[src/rtl/ptr_idx_pkg.sv]
package ptr_idx_pkg;

  // Operation applied to the stored pointer at the next edge
  typedef enum logic [1:0] {
    PTR_OP_HOLD = 2'd0,
    PTR_OP_LOAD = 2'd1,
    PTR_OP_STEP = 2'd2
  } ptr_op_e;

endpackage

[src/rtl/ptr_rst_sync.sv]
module ptr_rst_sync #(
  parameter int unsigned STAGES = 2
) (
  input  logic clk_i,
  input  logic rst_n_async_i,
  output logic rst_n_sync_o
);

  logic [STAGES-1:0] sync_q;
  logic [STAGES-1:0] sync_d;

  always_comb begin
    sync_d = {sync_q[STAGES-2:0], 1'b1};
  end

  always_ff @(posedge clk_i or negedge rst_n_async_i) begin
    if (!rst_n_async_i) begin
      sync_q <= '0;
    end else begin
      sync_q <= sync_d;
    end
  end

  assign rst_n_sync_o = sync_q[STAGES-1];

endmodule

[src/rtl/ptr_step_unit.sv]
module ptr_step_unit #(
  parameter int unsigned FIELD_W = 20,
  parameter int unsigned STEP_W  = 6
) (
  input  logic [FIELD_W-1:0]       field_i,
  input  logic signed [STEP_W-1:0] step_i,
  output logic [FIELD_W-1:0]       field_o
);

  localparam int unsigned EXT_W = FIELD_W - STEP_W;

  logic [FIELD_W-1:0] step_ext;

  // Sign-extend to field width; the sum wraps inside the field
  always_comb begin
    step_ext = {{EXT_W{step_i[STEP_W-1]}}, step_i};
    field_o  = field_i + step_ext;
  end

endmodule

[src/rtl/ptr_store.sv]
module ptr_store
  import ptr_idx_pkg::*;
#(
  parameter int unsigned DATA_W        = 32,
  parameter int unsigned FIELD_W       = 20,
  parameter bit          LEGACY_NARROW = 1'b0
) (
  input  logic                      clk_i,
  input  logic                      rst_n_i,
  input  ptr_op_e                   op_i,
  input  logic [DATA_W-1:0]         load_data_i,
  input  logic [FIELD_W-1:0]        step_field_i,
  output logic [FIELD_W-1:0]        field_q_o,
  output logic [DATA_W-FIELD_W-1:0] upper_q_o
);

  localparam int unsigned UPPER_W = DATA_W - FIELD_W;

  logic               field_en;
  logic [FIELD_W-1:0] field_d;
  logic [FIELD_W-1:0] field_q;

  // Low field: loaded by ALU, moved by step
  always_comb begin
    field_en = (op_i != PTR_OP_HOLD);
    field_d  = (op_i == PTR_OP_LOAD) ? load_data_i[FIELD_W-1:0] : step_field_i;
  end

  always_ff @(posedge clk_i or negedge rst_n_i) begin
    if (!rst_n_i) begin
      field_q <= '0;
    end else if (field_en) begin
      field_q <= field_d;
    end
  end

  assign field_q_o = field_q;

  // Upper bits: plain storage, only an ALU load touches them
  generate
    if (LEGACY_NARROW) begin : g_narrow
      assign upper_q_o = '0;
    end else begin : g_wide
      logic               upper_en;
      logic [UPPER_W-1:0] upper_d;
      logic [UPPER_W-1:0] upper_q;

      always_comb begin
        upper_en = (op_i == PTR_OP_LOAD);
        upper_d  = load_data_i[DATA_W-1:FIELD_W];
      end

      always_ff @(posedge clk_i or negedge rst_n_i) begin
        if (!rst_n_i) begin
          upper_q <= '0;
        end else if (upper_en) begin
          upper_q <= upper_d;
        end
      end

      assign upper_q_o = upper_q;

      AST_STEP_UPPER_KEPT: assert property (@(posedge clk_i) disable iff (!rst_n_i)
        (op_i == PTR_OP_STEP) |=> (upper_q_o == $past(upper_q_o)));

      AST_LOAD_UPPER: assert property (@(posedge clk_i) disable iff (!rst_n_i)
        (op_i == PTR_OP_LOAD) |=> (upper_q_o == $past(load_data_i[DATA_W-1:FIELD_W])));
    end
  endgenerate

  AST_LOAD_FIELD: assert property (@(posedge clk_i) disable iff (!rst_n_i)
    (op_i == PTR_OP_LOAD) |=> (field_q_o == $past(load_data_i[FIELD_W-1:0])));

  AST_HOLD_STABLE: assert property (@(posedge clk_i) disable iff (!rst_n_i)
    (op_i == PTR_OP_HOLD) |=> ($stable(field_q_o) && $stable(upper_q_o)));

endmodule

[src/rtl/ptr_rd_port.sv]
module ptr_rd_port #(
  parameter int unsigned DATA_W = 32,
  parameter int unsigned ADDR_W = 9,
  parameter logic [ADDR_W-1:0] PTR_ADDR = '0
) (
  input  logic [ADDR_W-1:0] rd_addr_i,
  input  logic              wr_en_i,
  input  logic [ADDR_W-1:0] wr_addr_i,
  input  logic [DATA_W-1:0] wr_data_i,
  input  logic [DATA_W-1:0] stored_i,
  output logic [DATA_W-1:0] rd_data_o
);

  logic sel;
  logic fwd_hit;

  // Forward the raw ALU value; no masking on this path
  always_comb begin
    sel     = (rd_addr_i == PTR_ADDR);
    fwd_hit = sel && wr_en_i && (wr_addr_i == rd_addr_i);
    if (!sel) begin
      rd_data_o = '0;
    end else if (fwd_hit) begin
      rd_data_o = wr_data_i;
    end else begin
      rd_data_o = stored_i;
    end
  end

endmodule

[src/rtl/ptr_index_reg.sv]
module ptr_index_reg
  import ptr_idx_pkg::*;
#(
  parameter int unsigned DATA_W        = 32,
  parameter int unsigned FIELD_W       = 20,
  parameter int unsigned STEP_W        = 6,
  parameter int unsigned ADDR_W        = 9,
  parameter int unsigned NUM_RD        = 2,
  parameter logic [ADDR_W-1:0] PTR_ADDR = 9'h1F8,
  parameter bit          LEGACY_NARROW = 1'b0
) (
  input  logic                     clk_i,
  input  logic                     rst_n_i,
  input  logic                     wr_en_i,
  input  logic [ADDR_W-1:0]        wr_addr_i,
  input  logic [DATA_W-1:0]        wr_data_i,
  input  logic                     step_en_i,
  input  logic signed [STEP_W-1:0] step_i,
  input  logic [NUM_RD*ADDR_W-1:0] rd_addr_i,
  output logic [NUM_RD*DATA_W-1:0] rd_data_o,
  output logic [FIELD_W-1:0]       field_o
);

  localparam int unsigned UPPER_W = DATA_W - FIELD_W;

  logic               rst_n;
  ptr_op_e            op;
  logic               load_hit;
  logic [FIELD_W-1:0] field_q;
  logic [UPPER_W-1:0] upper_q;
  logic [FIELD_W-1:0] field_stepped;
  logic [DATA_W-1:0]  stored;

  ptr_rst_sync #(.STAGES(2)) u_rst_sync (
    .clk_i         (clk_i),
    .rst_n_async_i (rst_n_i),
    .rst_n_sync_o  (rst_n)
  );

  // ALU write wins over a step in the same cycle
  always_comb begin
    load_hit = wr_en_i && (wr_addr_i == PTR_ADDR);
    if (load_hit) begin
      op = PTR_OP_LOAD;
    end else if (step_en_i) begin
      op = PTR_OP_STEP;
    end else begin
      op = PTR_OP_HOLD;
    end
  end

  ptr_step_unit #(.FIELD_W(FIELD_W), .STEP_W(STEP_W)) u_step (
    .field_i (field_q),
    .step_i  (step_i),
    .field_o (field_stepped)
  );

  ptr_store #(
    .DATA_W        (DATA_W),
    .FIELD_W       (FIELD_W),
    .LEGACY_NARROW (LEGACY_NARROW)
  ) u_store (
    .clk_i        (clk_i),
    .rst_n_i      (rst_n),
    .op_i         (op),
    .load_data_i  (wr_data_i),
    .step_field_i (field_stepped),
    .field_q_o    (field_q),
    .upper_q_o    (upper_q)
  );

  assign stored  = {upper_q, field_q};
  assign field_o = field_q;

  generate
    for (genvar p = 0; p < NUM_RD; p++) begin : g_rd
      ptr_rd_port #(
        .DATA_W   (DATA_W),
        .ADDR_W   (ADDR_W),
        .PTR_ADDR (PTR_ADDR)
      ) u_port (
        .rd_addr_i (rd_addr_i[p*ADDR_W +: ADDR_W]),
        .wr_en_i   (wr_en_i),
        .wr_addr_i (wr_addr_i),
        .wr_data_i (wr_data_i),
        .stored_i  (stored),
        .rd_data_o (rd_data_o[p*DATA_W +: DATA_W])
      );

      // A forwarded low field must match what lands in storage
      AST_FWD_MATCHES_STORE: assert property (@(posedge clk_i) disable iff (!rst_n)
        (wr_en_i && (wr_addr_i == PTR_ADDR) && (rd_addr_i[p*ADDR_W +: ADDR_W] == PTR_ADDR))
        |=> (field_o == $past(rd_data_o[p*DATA_W +: FIELD_W])));
    end
  endgenerate

  // Checker-only: expected field after a step
  logic [FIELD_W-1:0] chk_step_ext;
  assign chk_step_ext = {{(FIELD_W-STEP_W){step_i[STEP_W-1]}}, step_i};

  AST_STEP_WRAPS: assert property (@(posedge clk_i) disable iff (!rst_n)
    (step_en_i && !load_hit) |=> (field_o == $past(field_o + chk_step_ext)));

  AST_WRITE_BEATS_STEP: assert property (@(posedge clk_i) disable iff (!rst_n)
    (step_en_i && load_hit) |=> (field_o == $past(wr_data_i[FIELD_W-1:0])));

endmodule

[config.mk]
export PLATFORM = sky130hd
export DESIGN_NAME = ptr_index_reg
export DESIGN_NICKNAME = d
export VERILOG_FILES = /design/src/rtl/ptr_idx_pkg.sv /design/src/rtl/ptr_rst_sync.sv /design/src/rtl/ptr_step_unit.sv /design/src/rtl/ptr_store.sv /design/src/rtl/ptr_rd_port.sv /design/src/rtl/ptr_index_reg.sv
export SDC_FILE = /design/constraint.sdc
export NUM_CORES = 1
export LEC_CHECK = 0
export ABC_CLOCK_PERIOD_IN_PS = 4800
export BUFFER_PORTS_ARGS = -buffer_cell sky130_fd_sc_hd__buf_2
export CORE_ASPECT_RATIO = 1.2
export CORE_UTILIZATION = 35
export DETAILED_ROUTE_END_ITERATION = 7
export GPL_ROUTABILITY_DRIVEN = 0
export HOLD_SLACK_MARGIN = 0.06
export PLACE_DENSITY = 0.62
export SETUP_SLACK_MARGIN = 0.15
export SLEW_MARGIN = 25
export SYNTH_ARGS = -nofsm -noshare
export SYNTH_HDL_FRONTEND = slang
export SYNTH_SLANG_ARGS = --single-unit
export TNS_END_PERCENT = 100
[constraint.sdc]
create_clock -name clk_i -period 4.8 [get_ports clk_i]
set_input_delay 0.48 -clock clk_i [delete_from_list [all_inputs] [get_ports clk_i]]
set_output_delay 0.48 -clock clk_i [all_outputs]
set_load 0.005 [all_outputs]
==> results of run 1 <==
-- path summary, 6_finish.rpt --
kind	slack, ps	startpoint	endpoint
max	1620	wr_addr_i[1]	rd_data_o[10]
min	280	u_rst_sync.sync_q[1]	u_store.field_q_o[3]
max reg2reg	1910	u_store.field_q_o[0]	u_store.field_q_o[18]
min reg2reg	280	u_rst_sync.sync_q[1]	u_store.field_q_o[3]
max in group asynchronous	4180	rst_n_i	u_rst_sync.sync_q[0]
min in group clk_i	360	u_rst_sync.sync_q[0]	u_rst_sync.sync_q[1]
-- layout by cell type (no fill, tap or decap), drive strengths merged, types with 3 or more instances in the layout --
cell,Yosys,routed
nor3b,3,3
xor2,10,10
o31ai,3,3
clkbuf,17,5
o21bai,3,3
and4,3,3
inv,5,5
nor2,79,79
o21ai,17,17
xnor2,15,15
or3,4,4
ha,19,19
o21a,3,3
buf,29,159
a21o,11,11
nand4,7,7
and3,8,8
dfrtp,34,34
nand2,61,61
mux2i,72,72
nor4,4,4
nor2b,5,5
a31oi,6,6
nor3,6,6
a21oi,21,21
nand3,5,5
-- state kept, by name, indices dropped and copies added, names as in the netlist --
register	cells
u_store.field_q_o	20
u_rst_sync.sync_q	2
u_store.upper_q_o	12
-- final cells by class --
| cell class | count | area (um^2) | share of cell area |
|---|---|---|---|
| clock buffer | 5 | 125 | 0.0268 |
| inverter | 5 | 18.8 | 0.00402 |
| tap | 129 | 161 | 0.0346 |
| timing repair buffer | 160 | 836 | 0.179 |
| clock inverter | 3 | 40.0 | 0.00859 |
| sequential | 34 | 851 | 0.182 |
| multi-input combinational | 391 | 2630 | 0.564 |
-- cells by family (layout without fill, tap and decap cells) --
group	Yosys count	after routing	share of synthesized area
and+or+nand+nor	191	191	0.231
AOI/OAI and AO/OA	82	82	0.146
muxes	72	72	0.193
buffers and inverters	51	173	0.0749
DFF	34	34	0.227
xor gates and xnor gates	25	25	0.0585
adders and majority gates	20	20	0.0689
other	1	1	0.00100
-- report_power, final --
part	internal (mW)	switching [mW]	total [mW]
sequential	0.378	0.137	0.516
combinational	0.503	0.557	1.06
clock	0.243	0.125	0.368
-- layer usage --
| layer | track usage | vias to the layer above |
|---|---|---|
| met5 | 0 | - |
| met4 | 0.0637 | 0 |
| met3 | 0.0278 | 16 |
| met2 | 0.334 | 109 |
| met1 | 0.250 | 1812 |
| li1 | - | 1914 |
-- what timing repair did --
item	CTS	global route
buffers inserted	0	0
endpoints found under the hold margin	2	0
hold buffers	1	0
-- critical path, cell delays in order --
cell and delay, ps:
buf_2 120, xor2_1 160, nor4_1 310, nand3_1 170, nor3_4 510, buf_4 480, mux2i_1 240, nor2_1 70
buf_2 150
==> out/metrics.cfg, run 1 <==
[hold_path]
hold_class = flop to asynchronous set/reset pin

[synthesis]
synthTopCellsByArea = dfrtp_1 (23%), mux2i_1 (19%), nor2_1 (7.9%)
synthTopCellsByCount = nor2_1 (79), mux2i_1 (72), nand2_1 (61)
syn_inst = 476
yosys_register_bits = 34
synth_edf_count = 0
yosysMostFrequentCell = nor2_1
yosysTopAreaCell = dfrtp_1
synth_nets = 565
ys_warn_count = 0
ys_seq_area_frac = 0.227
postSynth.asyncResetShare = 1.00
syn_area_um2 = 3740
synth.distinct_cells = 53
avgSynthCellArea_um2 = 7.86
synth_top_cell_area_share = 0.227
ys.flop_type = dfrtp_1

[critical_path]
crit_fanout = 23
reg2reg_depth = 10
cp.arrival_ps = 2700
crit_type = input pin to output pin
required_ps = 4320
cp-end-kind = output pin
worst_setup_path_start_kind = input pin

[clocking]
cts_made_buffers = 5
cts_max_path_buffers = 2
clock_latency_ps = 280
clock_sinks = 34
htreeDepth = 2
cts-root-buf = clkbuf_16
cts_tree = done
path_clk_slew_ps = 60
ctsResizeCount = 0

[power_and_ir_drop]
p_leak_nw = 2.23
ir_drop_uv = 155
p_total_mw = 1.94
p_per_area_nw_per_um2 = 417

[drt]
wl_um = 11000
wl_met1_um = 4890
viasPerCell = 5.30
wl_met3_um = 505
met2WireLength_um = 5450
wl_per_cell_um = 15.2
drtIter0Drc = 127
drt-pass1-iter-count = 4
drtAntennaViolNets = 0
vias = 3851
drcViolationCount = 0
highest_layer = met4

[final_layout]
stdcell_count = 727
drive_above_1_share = 0.293
finalInstanceArea_um2 = 4660
num_antenna_cells = 0
area_growth_pct = 24.6
fin_nets = 686
utilization = 0.446
n_fill_cell = 1069

[timing]
hold_violations = 0
finClkSkew_ps = 7.93
tns_ps = 0
finalCritPeriodShare = 0.662
rsz0062_at_grt = false
worst_slack_ps = 1620
tightest_slew_ps = 861
whs_ps = 279
slew_violations = 0
finalSetupViolations = 0
relSlewSlack = 0.424
fmaxAchievable_mhz = 315
min_period_ps = 3180

[global_route]
overflow = 0
grt_pass1_vias = 3528
antenna_found_initial = 0
grt_pass1_wl_um = 17000
grtUsageTotal = 0.195
grt_max_degree = 42

[die]
initial_core_util = 0.358
row_count = 41
die_area_um2 = 11100
dieHeight_um = 115
die_x_um = 96.4
coreArea_um2 = 10500
ios = 153

[job]
maxCapViolCount = 0

[run_status]
status = complete, no violations

[placed_design]
hpwlAfterDp_um = 8480
placed_area_um2 = 4490
post-place-ws_ps = 1590
dp_cells = 718
place.port_buffers = 152

Power figures use the tool's default switching activity.
==> inputs of run 2 (changes only) <==
Settings changed: ABC_CLOCK_PERIOD_IN_PS 4800 to 2600, PLACE_DENSITY 0.62 to 0.65.
Clock period 4.8 ns to 2.6 ns, I/O delays scaled along.
==> out/metrics.cfg, run 2 (synthesis gave the netlist of run 1 again) <==
[drt]
vias = 3987  ; +3.5%
drtIter0Drc = 195  ; +54%
drtAntennaViolNets = 0  ; unchanged
viasPerCell = 5.27  ; -0.44%
wl_um = 11700  ; +6.2%
drt-pass1-iter-count = 4  ; unchanged
wl_per_cell_um = 15.5  ; +2.1%
drcViolationCount = 0  ; unchanged

[final_layout]
largest_register_ffs = 20  ; unchanged
utilization = 0.488  ; +0.0423
num_antenna_cells = 0  ; unchanged
fin_nets = 715  ; +4.2%
area_growth_pct = 36.4
stdcell_count = 756  ; +4.0%
final_cell_mix = buf_2 (151), nor2_1 (78), mux2i_1 (72), nand2_1 (61), buf_4 (35)
final_common_cell = buf_2
drive_above_1_share = 0.368  ; +0.0758

[die]
dieHeight_um = 115  ; unchanged
ios = 153  ; unchanged
initial_core_util = 0.358  ; unchanged
coreArea_um2 = 10500  ; unchanged
row_count = 41  ; unchanged
die_area_um2 = 11100  ; unchanged
die_x_um = 96.4  ; unchanged

[timing]
finClkSkew_ps = 8.50  ; +0.570 ps
min_period_ps = 2490
tightest_slew_ps = 659  ; -202 ps
fmaxAchievable_mhz = 401
finalSetupViolations = 0  ; unchanged
slew_violations = 0  ; unchanged
rsz0062_at_grt = true
finalCritPeriodShare = 0.959
hold_violations = 0  ; unchanged
tns_ps = 0  ; unchanged
relSlewSlack = 0.557  ; +0.133

[clocking]
htreeDepth = 2  ; unchanged
path_clk_slew_ps = 60  ; about the same
cts_max_path_buffers = 2  ; unchanged
cts-root-buf = clkbuf_16
cts_tree = done
clock_latency_ps = 280  ; about the same
cts_made_buffers = 5  ; unchanged
clock_sinks = 34  ; unchanged

[global_route]
grt_pass1_vias = 3669  ; +4.0%
grtUsageTotal = 0.201  ; +0.00612
antenna_found_initial = 0  ; unchanged
overflow = 0  ; unchanged
grt_max_degree = 33  ; -21%
grt_pass1_wl_um = 17500  ; +3.0%

[critical_path]
crit_slowest_cell = dfrtp_1
regToRegSetupSlack_ps = 110  ; -1800 ps
cp.arrival_ps = 2660  ; -40 ps
path_cells = ha_4 > a21o_1 > a21oi_4 > a2111oi_2 > buf_4 > o21ai_1 > o21ba_2 > and4_4 > or3b_1
cp-end-kind = flop
reg2reg_depth = 9  ; -1
r2r-start = u_store.field_q_o[3]
critPathLaunch = u_store.field_q_o[3]
r2r-end = u_store.field_q_o[17]
endpoint = u_store.field_q_o[17]
crit_fanout = 5  ; -78%
slowest_delay_ps = 410  ; -100 ps
crit_type = flop to flop
worst_setup_path_start_kind = flop
required_ps = 2760  ; -1560 ps

[power_and_ir_drop]
p_total_mw = 4.25  ; +120%
p_leak_nw = 2.40  ; +7.7%
p_per_area_nw_per_um2 = 832  ; +100%
ir_drop_uv = 419  ; +170%

[placed_design]
dp_cells = 741  ; +3.2%
hpwlAfterDp_um = 8850  ; +4.4%
place.port_buffers = 152  ; unchanged

[job]
maxCapViolCount = 0  ; unchanged

[run_status]
status = complete, no violations

[hold_path]
hold_class = input pin to flop

## run 2: changes by cell type in the layout (fill, tap and decap cells not counted), moves of 2 or more
| cell | previous run | this run |
|---|---|---|
| ha_4 | 0 | 8 |
| clkinv_2 | 2 | 0 |
| ha_1 | 19 | 10 |
| a21oi_1 | 21 | 17 |
| o21ai_0 | 15 | 12 |
| and3_1 | 8 | 6 |
| buf_4 | 6 | 35 |
| a21oi_2 | 0 | 3 |
## run 2: cell type report
type,count,area (um^2)
clock buffer,5,125
fill,1015,5360
clock inverter,3,68.8
multi-input combinational,391,2830
sequential,34,851
tap,129,161
timing repair buffer,189,1050
inverter,5,18.8
## run 2: how the worst min path moves through the flow
stage	startpoint	end	slack, ps	cells after the start
2_1_floorplan	rst_n_i	u_rst_sync.sync_q[0]	-40	0
3_3_place_gp	rst_n_i	u_rst_sync.sync_q[0]	50	1
3_5_place_dp	rst_n_i	u_rst_sync.sync_q[0]	60	1
4_1_cts	wr_data_i[29]	u_store.upper_q_o[9]	200	3
5_1_grt	wr_data_i[26]	u_store.upper_q_o[6]	210	3
6_report	wr_data_i[29]	u_store.upper_q_o[9]	200	3
## run 2: critical path, delay by kind of cell (launching register included)
family / cells / cell delay [ps]
compound gates: 5 / 940
simple gates: 2 / 510
flops: 1 / 410
fa+ha+maj: 1 / 310
buf+inv: 1 / 190
## run 2: power by group
| group | internal, mW | switching, mW | leakage, nW | total, mW |
|---|---|---|---|---|
| sequential | 0.698 | 0.217 | 0.429 | 0.915 |
| combinational | 1.30 | 1.25 | 1.88 | 2.55 |
| clock | 0.551 | 0.238 | 0.0940 | 0.789 |
| total | 2.55 | 1.70 | 2.40 | 4.25 |
## run 2: per-layer routing
layer	track usage	part of all wire	wire [um]	vias up
met4	0.0588	0.014	168	0
met2	0.381	0.53	6220	102
met1	0.236	0.42	4950	1904
met5	0	0	0	-
met3	0.0172	0.031	366	10
li1	-	-	-	1971
## run 2: timing repair
item                                    4_1_cts  5_1_grt
endpoints found under the hold margin         2        0
pin swaps                                     5       12
endpoints found under the setup margin        7       14
resized for setup                            11       29
hold buffers                                  1        0
buffers inserted                              1        5
## run 2: per-stage QoR
stage	worst slack, ps	hold WS, ps	instance area (um^2)
finish	107	201	5110
global route	0.240	210	5110
CTS	112	198	4950
detailed placement	-41.3	55.2	4650
global placement	-8.95	52.8	4650
floorplan	179	-35.6	3740
==> inputs of run 3 (changes only) <==
Settings changed: CORE_UTILIZATION 35 to 45, PLACE_DENSITY 0.65 to 0.79.
==> out/metrics.cfg, run 3 (synthesis gave the netlist of run 1 again) <==
[clocking]
htreeDepth = 2  ; unchanged
clock_sinks = 34  ; unchanged
cts_made_buffers = 5  ; unchanged
cts-root-buf = clkbuf_8
clock_latency_ps = 300  ; +20 ps
cts_tree = done
cts_max_path_buffers = 2  ; unchanged
path_clk_slew_ps = 80  ; +20 ps

[power_and_ir_drop]
ir_drop_uv = 491  ; +17%
p_int_mw = 2.35  ; -7.6%
p_seq_frac = 0.229  ; +0.014
swShare = 0.427  ; +0.0266
power_frac_comb = 0.622  ; +0.023
p_clk_frac = 0.148  ; -0.038
p_leak_nw = 2.36  ; -1.8%
switchingPower_mw = 1.76  ; +3.1%
p_total_mw = 4.11  ; -3.3%
p_per_area_nw_per_um2 = 823  ; -1.1%

[die]
dieHeight_um = 102  ; -12%
initial_core_util = 0.462  ; +0.104
die_x_um = 85.3  ; -12%
row_count = 36  ; -12%
die_area_um2 = 8690  ; -22%
coreArea_um2 = 8110  ; -23%
ios = 153  ; unchanged

[global_route]
overflow = 0  ; unchanged
grtUsageTotal = 0.255  ; +0.0541
antenna_found_initial = 0  ; unchanged
grt_pass1_wl_um = 18000  ; +2.7%
grt_pass1_vias = 3837  ; +4.6%
grt_max_degree = 33  ; unchanged

[placed_design]
place.port_buffers = 152  ; unchanged
hpwlAfterDp_um = 8370  ; -5.3%

[timing]
whs_ps = 184  ; -16.5 ps
hold_violations = 0  ; unchanged
min_period_ps = 2510  ; +21.4 ps
finalCritPeriodShare = 0.967  ; +0.00824
finalSetupViolations = 0  ; unchanged
finClkSkew_ps = 9.48  ; +0.983 ps
rsz0062_at_grt = true
fmaxAchievable_mhz = 398  ; -0.85%
relSlewSlack = 0.477  ; -0.0796
slew_violations = 0  ; unchanged
tightest_slew_ps = 783  ; +124 ps

[job]
maxCapViolCount = 0  ; unchanged

[critical_path]
cp-end-kind = flop
required_ps = 2780  ; +20 ps
crit_type = flop to flop
crit_fanout = 2  ; -3
cp.arrival_ps = 2700  ; +40 ps
worst_setup_path_start_kind = flop

[drt]
wl_per_cell_um = 16.3  ; +5.3%
viasPerCell = 5.74  ; +8.8%
drcViolationCount = 0  ; unchanged
drtIter0Drc = 190  ; -2.6%
drt-pass1-iter-count = 4  ; unchanged
vias = 4108  ; +3.0%
drtAntennaViolNets = 0  ; unchanged
wl_um = 11700  ; -0.26%

[final_layout]
num_antenna_cells = 0  ; unchanged
drive_above_1_share = 0.362  ; -0.00610
fin_nets = 709  ; -0.84%
largest_register_ffs = 20  ; unchanged
final_cell_mix = buf_2 (152), nor2_1 (78), mux2i_1 (72), nand2_1 (61), dfrtp_1 (30)
final_common_cell = buf_2
area_growth_pct = 33.4

[run_status]
status = complete, no violations

[hold_path]
hold_class = input pin to flop

## run 3: cell types whose count changed in the layout (fill, tap and decap cells not counted), moves of 2 or more
cell | before | now
and3_1 | 6 | 8
buf_12 | 0 | 2
buf_4 | 35 | 28
clkbuf_16 | 5 | 0
clkbuf_8 | 0 | 5
dfrtp_1 | 34 | 30
dfrtp_2 | 0 | 4
## run 3: layer usage
layer	share of wire	track usage	vias up
li1	-	-	1954
met3	0.046	0.0339	38
met2	0.51	0.462	161
met1	0.41	0.305	1955
met4	0.036	0.112	0
met5	0	0	-
## run 3: what timing repair did
| item | CTS | global route |
|---|---|---|
| setup buffers | 3 | 7 |
| endpoints found under the hold margin | 2 | 0 |
| gates resized for setup | 11 | 27 |
| hold buffers | 1 | 0 |
| setup endpoints to repair | 8 | 9 |
| pin swaps | 3 | 26 |
## run 3: layout make-up
class                           count  area [um^2]
Multi-Input combinational cell    391         2840
Clock inverter                      3         68.8
Clock buffer                        5         68.8
Sequential cell                    34          856
Tap cell                           95          119
Fill cell                         730         3120
Timing Repair Buffer              183         1020
Inverter                            5         18.8
## run 3: worst paths after layout
kind                                          to                  from  slack (ps)  cells past startpoint
max                        u_store.field_q_o[18]  u_store.field_q_o[0]          90                     10
min                         u_store.upper_q_o[4]         wr_data_i[24]         180                      3
max reg2reg                u_store.field_q_o[18]  u_store.field_q_o[0]          90                     10
min reg2reg                 u_store.upper_q_o[8]  u_rst_sync.sync_q[1]         280                      1
max in group asynchronous  u_store.field_q_o[15]  u_rst_sync.sync_q[1]        1970                      1
min in group asynchronous   u_rst_sync.sync_q[0]               rst_n_i         270                      2
## run 3: critical path, stage by stage, from the launching register on
cell and delay [ps]:
dfrtp_1 420, ha_4 180, inv_2 70, fa_2 230, nor2b_2 60, o31a_1 300, o41ai_4 400, o31ai_2 130
a311oi_2 240, mux2i_1 110, a211o_1 260
## run 3: per-stage QoR
| stage | worst slack, ps | cell area [um^2] | setup TNS (ps) | instances | utilization |
|---|---|---|---|---|---|
| 3_5_place_dp | -33.3 | 4560 | -33.3 | 697 | 0.562 |
| 2_1_floorplan | 179 | 3740 | 0 | 476 | - |
| 6_report | 85.3 | 4990 | 0 | 716 | 0.616 |
| 4_1_cts | 123 | 4810 | 0 | 709 | 0.593 |
| 5_1_grt | -27.1 | 4990 | -52.1 | 716 | 0.616 |
| 3_3_place_gp | 15.0 | 4560 | 0 | 697 | 0.562 |
## run 3: power by group through the flow
stage / logic, mW / clock network [mW] / registers (mW)
5_1_grt: 2.79 / 0.643 / 0.963
3_5_place_dp: 2.04 / 0 / 0.933
4_1_cts: 2.20 / 0.617 / 0.926
3_3_place_gp: 1.95 / 0 / 0.922
6_report: 2.56 / 0.610 / 0.943
2_1_floorplan: 1.64 / 0 / 0.866
